**src/rtl/sig_pkg.sv**
```systemverilog
package sig_pkg;
  // number of divider stages (degree of the divisor)
  parameter int SIG_W = 5;
  // low coefficients of the divisor; x^SIG_W is implicit
  // bit i = coefficient of x^i : 1 + x^2 + x^4
  parameter logic [SIG_W-1:0] SIG_POLY = 5'b10101;
  typedef logic [SIG_W-1:0] sig_t;
endpackage

```
**src/rtl/sig_rst_sync.sv**
```systemverilog
module sig_rst_sync (
  input  logic clk,
  input  logic rst_n,
  output logic rst_q
);
  logic meta_q;

  always_ff @(posedge clk or negedge rst_n) begin
    if (!rst_n) begin
      meta_q <= 1'b0;
      rst_q  <= 1'b0;
    end else begin
      meta_q <= 1'b1;
      rst_q  <= meta_q;
    end
  end
endmodule

```
**src/rtl/sig_div_step.sv**
```systemverilog
module sig_div_step #(
  parameter int               W    = sig_pkg::SIG_W,
  parameter logic [W-1:0]     POLY = sig_pkg::SIG_POLY
) (
  input  logic [W-1:0] cur,
  input  logic         din,
  output logic [W-1:0] nxt,
  output logic         shout
);
  logic fb;
  logic [W:0] chain;

  // feedback is the stage leaving the top; it is also the quotient bit
  assign fb    = cur[W-1];
  assign shout = fb;
  assign chain = {cur, din};

  for (genvar i = 0; i < W; i++) begin : g_stage
    if (POLY[i]) begin : g_tap
      assign nxt[i] = chain[i] ^ fb;
    end else begin : g_pass
      assign nxt[i] = chain[i];
    end
  end
endmodule

```
**src/rtl/sig_state_reg.sv**
```systemverilog
module sig_state_reg #(
  parameter int W = sig_pkg::SIG_W
) (
  input  logic         clk,
  input  logic         rst_n,
  input  logic         clr,
  input  logic         ld,
  input  logic [W-1:0] d_rem,
  input  logic         d_quo,
  output logic [W-1:0] q_rem,
  output logic         q_quo
);
  logic [W-1:0] rem_nxt;
  logic         quo_nxt;
  logic         ce;

  // clock enable written out: only a clear or a load moves the state
  assign ce = clr | ld;

  always_comb begin
    rem_nxt = q_rem;
    quo_nxt = q_quo;
    if (clr) begin
      rem_nxt = '0;
      quo_nxt = 1'b0;
    end else if (ld) begin
      rem_nxt = d_rem;
      quo_nxt = d_quo;
    end
  end

  always_ff @(posedge clk or negedge rst_n) begin
    if (!rst_n) begin
      q_rem <= '0;
      q_quo <= 1'b0;
    end else if (ce) begin
      q_rem <= rem_nxt;
      q_quo <= quo_nxt;
    end
  end
endmodule

```
**src/rtl/sig_poly_divider.sv**
```systemverilog
module sig_poly_divider (
  input  logic       clk,
  input  logic       rst_n,
  input  logic       clr,
  input  logic       en,
  input  logic       vld,
  input  logic       din,
  output logic [4:0] rem_o,
  output logic       quo_o
);
  import sig_pkg::*;

  logic rst_q;
  logic take;
  sig_t cur_rem;
  sig_t step_rem;
  logic step_quo;

  sig_rst_sync u_rst (
    .clk   (clk),
    .rst_n (rst_n),
    .rst_q (rst_q)
  );

  assign take = en & vld;

  sig_div_step #(.W(SIG_W), .POLY(SIG_POLY)) u_step (
    .cur   (cur_rem),
    .din   (din),
    .nxt   (step_rem),
    .shout (step_quo)
  );

  sig_state_reg #(.W(SIG_W)) u_reg (
    .clk   (clk),
    .rst_n (rst_q),
    .clr   (clr),
    .ld    (take),
    .d_rem (step_rem),
    .d_quo (step_quo),
    .q_rem (cur_rem),
    .q_quo (quo_o)
  );

  assign rem_o = cur_rem;
endmodule

```
**config.mk**
```make
export PLATFORM = sky130hd
export DESIGN_NAME = sig_poly_divider
export DESIGN_NICKNAME = d
export VERILOG_FILES = /design/src/rtl/sig_pkg.sv /design/src/rtl/sig_rst_sync.sv /design/src/rtl/sig_div_step.sv /design/src/rtl/sig_state_reg.sv /design/src/rtl/sig_poly_divider.sv
export SDC_FILE = /design/constraint.sdc
export NUM_CORES = 1
export LEC_CHECK = 0
export BUFFER_PORTS_ARGS = -buffer_cell sky130_fd_sc_hd__buf_2
export CAP_MARGIN = 20
export CORE_AREA = 2 2 39 41
export CTS_BUF_LIST = sky130_fd_sc_hd__clkbuf_8
export DETAILED_ROUTE_END_ITERATION = 10
export DIE_AREA = 0 0 41 43
export PLACE_DENSITY = 0.54
export SLEW_MARGIN = 10
export SYNTH_ARGS = -nofsm -noshare
export SYNTH_HDL_FRONTEND = slang
export SYNTH_HIERARCHICAL = 1
export SYNTH_SLANG_ARGS = --single-unit
```
**constraint.sdc**
```tcl
create_clock -name clk -period 0.96 [get_ports clk]
set_input_delay 0.048 -clock clk [delete_from_list [all_inputs] [get_ports clk]]
set_output_delay 0.048 -clock clk [all_outputs]
set_load 0.03 [all_outputs]
```
# == Word level (Yosys, flattened, before mapping) ==
# Index checks and enable logic that the tools add are counted.
# classes
muxes,4
bitwise,5
n_reduce_logical,2
# ops
operator,n
two-way mux 5 bit,2
bitwise XOR 1 bit,3
two-way mux 1 bit,2
AND reduction 2 bit,1
nonzero test 2 bit,1
AND 1 bit,1
bitwise OR 1 bit,1
# totals
register_bits,8
in_bits,6
out_inout_bits,6
wordCells,15

# == Depth between registers and ports, before layout ==
# Gate-level depths: netlist of the first run.
# logic_depth
ltp_word,3
mapped_depth,4
mapped_depth_nobuf,3

# == Cells and area by module ==
# The synthesis of the first run kept the hierarchy.
# by_module_without_submodules
module,instances,cells_per_inst,area_each_um2,seq_area_each_um2
sig_state_reg,1,19,244.0,150.1
sig_rst_sync,1,3,53.8,50.0
sig_div_step,1,6,48.8,0.0
sig_poly_divider,1,1,6.3,0.0

# == Least setup slack after synthesis of the first run ==
# No wires, ideal clock.
# synth_timing
kind,register to register
start,register u_reg.q_rem[4]
end,register u_reg.q_rem[4]
setup_ns,0.120
arrival_time_ns,0.917
required_ns,0.840
slack_ns,-0.077
stages_incl_launch_ff,4
n_path_buf,0
period_less_slack_ns,1.037
path_cell_list,dfrtp_1 xor2_1 mux2i_1 nor2_1
# synth_between
elab_chain_len,3
# synth_lines
item,line_no,source
from (decl),sig_state_reg.sv:10,"output logic [W-1:0] q_rem,"
from (signal assigned),sig_state_reg.sv:37,q_rem <= rem_nxt;
bitwise XOR 1 bit,sig_div_step.sv:20,assign nxt[i] = chain[i] ^ fb;
via step_rem[4],sig_poly_divider.sv:16,sig_t step_rem;
two-way mux 5 bit,sig_state_reg.sv:26,end else if (ld) begin
two-way mux 5 bit,sig_state_reg.sv:23,if (clr) begin
# The timed path passes the listed nets, and every way through them passes these cells. The select of a mux whose other input is x is not followed.
# A chain may end at the register's enable or synchronous reset.

# == Final worst setup path of the first run ==
# layout_timing
start,register u_reg.q_rem[4]
end,register u_reg.q_rem[0]
# Same word-level chain as after synthesis.

==> results.cfg, run 1 <==
[yosys]
syn_avg_cell_area_um2 = 12.2
ys_ff_latch = 8
netlist-cell-type-count = 8
synth_mux_area_frac = 0.170
synthSimpleGateAreaFrac = 0.0816
netlist_instances = 29
yosysSeqAreaShare = 0.567
yosysWarnings = 6
syn_area_um2 = 353
synth-adder-area-share = 0
synthesis.nets = 35
synthXorXnorAreaFrac = 0.0745
synth_compound_area_frac = 0
synth_top_family_by_area = multiplexers

[setup_path]
r2r-end = u_reg/q_rem[0]$_DFFE_PN0P_
worst_ep_arrival_time_ns = 1.03
ff2ff_setup_slack_ns = 0.04
crit_fanout = 6
crit_end = u_reg/q_rem[0]$_DFFE_PN0P_
cp_slowest_stage_delay_ns = 0.45
startpoint = u_reg/q_rem[4]$_DFFE_PN0P_
critPathKind = register to register
critPathLaunchType = register
rr_startpoint = u_reg/q_rem[4]$_DFFE_PN0P_
reg2regPathDepth = 3
cpMaxStageDelayCell = dfrtp_2
worstSetupEndpointType = register
crit_chain = xor2_1 -> mux2i_1 -> nor2_1
cp.required_ns = 1.07

[clock_tree]
clk_path_buf_depth = 2
numCtsBuffers = 3
clock-sinks = 8
htreeDepth = 1
cts_resized = 0
cts_tree = done
root_buffer = clkbuf_8
clkTransAtPathRegs_ns = 0.04
clk_latency_ns = 0.22

[global_routing]
grt_pass1_vias = 228
grt_antenna_before_repair = 0
grt_max_degree = 7
gr-total-overflow = 0
grt_first_pass_wirelength_um = 959
grt_use_total = 0.0842

[die]
rows = 14
core_area_mm2 = 0.00138
die_h_um = 43
die_w_um = 41
start_util = 0.255
dieArea_mm2 = 0.00176
io_pins = 12

[pwr]
power_density_mw_per_mm2 = 1770
vdd_drop_max_uv = 807
leakagePower_nw = 0.243

[drt]
post_drt_wl_per_cell_um = 10.1
drc = 0
drt_first_pass_iters = 2
routed_wl_um = 565
ant_nets = 0
vias = 222
avgViaCountPerCell = 3.96
drt_iter0_markers = 1

[sta]
period_share = 0.960
timing.fmax_mhz = 1080
rsz0062_at_grt = true
drv_slew = 0
skew_ns = 0.00428
fin_crit_ns = 0.922
hold_violations = 0
tns_ns = 0
setup_viol = 0

[final_layout]
area_growth_pct = 27.0
antenna_cells = 0
drive_gt1_frac = 0.400
fin_util = 0.324
fin_nets = 48

[place]
port_buffers = 11
gp_routability_congestion = 0.624

[job]
cap_violations = 0

[worst_hold_path]
min_path_type = primary input to register

[run_status]
outcome = finished, final reports clean
## worst min-delay path by stage
stage / from / endpoint / slack (ns) / cells past startpoint
global route: clr / u_reg/q_rem[3]$_DFFE_PN0P_ / 0.07 / 2
global placement: rst_n / u_rst/meta_q$_DFF_PN0_ / -0.17 / 1
floorplan: rst_n / u_rst/meta_q$_DFF_PN0_ / -0.25 / 0
CTS: clr / u_reg/q_rem[1]$_DFFE_PN0P_ / 0.05 / 2
finish: clr / u_reg/q_rem[1]$_DFFE_PN0P_ / 0.06 / 2
detailed placement: rst_n / u_rst/meta_q$_DFF_PN0_ / -0.16 / 1
## power by group
part           switching [mW]  internal [mW]
Combinational          0.0237         0.0210
Clock                   0.123          0.271
Sequential            0.00748          0.346
Total                   0.154          0.638
## cell usage in the layout, fill, tap and decap left out
cell type,count
buf_2,11
mux2i_1,6
nor2_1,6
dfrtp_1,6
clkbuf_8,3
xor2_1,3
dfrtp_2,2
and2_1,1
dlygate4sd3_1,1
conb_1,1
## through the flow
stage                     worst slack (ns)  cells  hold WS, ns  cell area (µm²)  power [mW]
after floorplan                   -0.00418     29       -0.248              355       0.387
after global placement              0.0396     52       -0.166              397       0.400
after detailed placement            0.0308     52       -0.165              397       0.400
after CTS                           0.0286     56       0.0548              448       0.809
after global routing               -0.0192     56       0.0725              448       0.831
final                               0.0381     56       0.0583              448       0.792
## worst max-delay path, delay by kind of cell, from the launching register on
family | cells | cell delay (ns)
xor+xnor | 1 | 0.16
simple gates | 1 | 0.06
mux | 1 | 0.15
flops | 1 | 0.45
## timing repair
action | 4_1_cts | 5_1_grt
hold endpoints to repair | 2 | 0
hold buffers | 1 | 0
setup buffers | 0 | 0
endpoints found under the setup margin | 0 | 2
## cells by family after synthesis
group / count (synthesis)
DFF: 8
and+or+nand+nor: 7
muxes: 6
buffers and inverters: 4
xor gates and xnor gates: 3
other: 1
## cells in the mapped netlist
library cell | n | area share
mux2i_1 | 6 | 0.17
buf_6 | 1 | 0.032
conb_1 | 1 | 0.011
buf_4 | 3 | 0.064
nor2_1 | 6 | 0.064
xor2_1 | 3 | 0.074
and2_1 | 1 | 0.018
dfrtp_1 | 8 | 0.57
## layout make-up
class	count	area [µm²]
timing repair buffer	12	65.1
multi-input combinational	17	119
tap	16	20.0
sequential	8	203
fill	147	936
clock buffer	3	41.3
## sequential cells by signal, summed over array words and instances (netlist names)
| register | cells |
|---|---|
| u_reg/q_rem | 5 |
| u_reg/q_quo | 1 |
| u_rst/meta_q | 1 |
| u_rst/rst_q | 1 |
## per-layer routing
layer	track usage	wire [µm]	vias to the layer above
met5	0	0	-
met4	0.0600	0	0
met3	0.0471	34	0
met2	0.113	294	5
met1	0.0963	236	107
li1	-	-	110
Power figures use the tool's default switching activity.
==> run 2, diff against run 1 <==
--- a/config.mk
+++ b/config.mk
@@ -11,7 +11,6 @@
 export CTS_BUF_LIST = sky130_fd_sc_hd__clkbuf_8
 export DETAILED_ROUTE_END_ITERATION = 10
 export DIE_AREA = 0 0 41 43
-export PLACE_DENSITY = 0.54
 export SLEW_MARGIN = 10
 export SYNTH_ARGS = -nofsm -noshare
 export SYNTH_HDL_FRONTEND = slang
==> run 2 against run 1 <==
Compared with the run above:
- clock power fell by 3%
- clock skew fell by 0.0017 ns
- combinational power fell by 1%
- die area did not move
- register-to-register slack barely moved
- global-route usage fell by 0.78 points
- worst hold slack got worse by 0.0052 ns
- power fell by 1.2%
- non-clock buffer count did not move
- setup slack improved by 0.00084 ns
- first-iteration DRC count did not move
- final area did not move
==> results.cfg, run 2 (synthesized netlist as in run 1, its figures left out) <==
[run_status]
outcome = finished, final reports clean

[die]
rows = 14
start_util = 0.255
dieArea_mm2 = 0.00176
core_area_mm2 = 0.00138
die_w_um = 41
die_h_um = 43
io_pins = 12

[clock_tree]
numCtsBuffers = 3
clk_path_buf_depth = 2
root_buffer = clkbuf_8
clkTransAtPathRegs_ns = 0.04
cts_tree = done
post_cts_buffers = 0
htreeDepth = 1
clk_latency_ns = 0.22
clock-sinks = 8

[final_layout]
fin_util = 0.324
final_cell_mix = buf_2, mux2i_1, nor2_1, dfrtp_1
drive_gt1_frac = 0.400
top_register = u_reg/q_rem
antenna_cells = 0
fin_nets = 48
largest_reg_flops = 5
fin_cells = 56
final_common_cell = buf_2
area_growth_pct = 27.0

[drt]
ant_nets = 0
vias = 222
drc = 0
avgViaCountPerCell = 3.96
drt_first_pass_iters = 2
drt_iter0_markers = 1
post_drt_wl_per_cell_um = 9.13
routed_wl_um = 511

[setup_path]
crit_buf_inv = 0
crit_chain = xor2_1 -> mux2i_1 -> nor2_1
reg2regPathDepth = 3
cp.required_ns = 1.07
timing.critical_path.depth = 3
cpMaxStageDelayCell = dfrtp_2
worst_ep_arrival_time_ns = 1.03
critPathLaunchType = register
crit_fanout = 6
critPathKind = register to register
cp_slowest_stage_delay_ns = 0.44
worstSetupEndpointType = register
critical_path.top_delay_family = flip-flops

[sta]
tns_ns = 0
rsz0062_at_grt = true
drv_slew = 0
period_share = 0.959
hold_violations = 0
fin_crit_ns = 0.921
setup_viol = 0
skew_ns = 0.00257
timing.fmax_mhz = 1090
holdWs_ns = 0.0531

[worst_hold_path]
hold-path-cell-count = 2
min_path_type = primary input to register

[pwr]
power_mw = 0.782
vdd_drop_max_uv = 1080
power_density_mw_per_mm2 = 1750
leakagePower_nw = 0.242

[global_routing]
grt_use_total = 0.0764
gr-total-overflow = 0
grt_first_pass_wirelength_um = 869
grt_antenna_before_repair = 0
grt_max_degree = 7
grt_pass1_vias = 222

[place]
dp.cells = 52
hpwlAfterDp_um = 442
port_buffers = 11
gp_routability_congestion = 0.639

[job]
cap_violations = 0
==> run 2: area by class of cell <==
cell class,count,area [µm²]
clock buffer,3,41.3
fill,144,936
multi-input combinational,17,119
sequential,8,203
tap,16,20.0
timing repair buffer,12,65.1
==> run 2: worst paths after layout <==
| kind | startpoint | end | slack (ns) |
|---|---|---|---|
| worst max-delay path | u_reg/q_rem[4]$_DFFE_PN0P_ | u_reg/q_rem[4]$_DFFE_PN0P_ | 0.04 |
| worst min-delay path | clr | u_reg/q_rem[4]$_DFFE_PN0P_ | 0.05 |
| worst max register to register | u_reg/q_rem[4]$_DFFE_PN0P_ | u_reg/q_rem[4]$_DFFE_PN0P_ | 0.04 |
| worst min register to register | u_rst/rst_q$_DFF_PN0_ | u_reg/q_rem[0]$_DFFE_PN0P_ | 0.08 |
| max in group asynchronous | u_rst/rst_q$_DFF_PN0_ | u_reg/q_rem[1]$_DFFE_PN0P_ | 0.66 |
| min in group asynchronous | u_rst/rst_q$_DFF_PN0_ | u_reg/q_rem[0]$_DFFE_PN0P_ | 0.08 |
==> run 2: timing repair <==
action	in CTS	in global routing
endpoints found under the hold margin	2	0
setup endpoints to repair	0	2
hold buffers	1	0
gates resized for setup	0	0
==> run 2: worst register-to-register path: cells and delay by family, from the launching register on <==
family,cells,cell delay (ns)
xor+xnor,1,0.17
mux,1,0.15
simple gates,1,0.05
flops,1,0.44
==> run 2: through the flow <==
stage / setup slack (ns) / cell area (µm²)
floorplan: -0.00418 / 355
global placement: 0.0521 / 397
detailed placement: 0.0314 / 397
CTS: 0.0236 / 448
global route: -0.0102 / 448
finish: 0.0389 / 448
==> run 2: per-layer routing <==
metal	share of wire	track usage
met5	0	0
met4	0	0.0200
met3	0.078	0.0471
met1	0.42	0.0875
met2	0.50	0.116
==> run 2: where the power goes <==
part | total, mW | leakage (nW) | internal [mW] | switching, mW
registers | 0.354 | 0.103 | 0.346 | 0.00738
logic | 0.0442 | 0.117 | 0.0211 | 0.0231
clock network | 0.384 | 0.0216 | 0.270 | 0.114
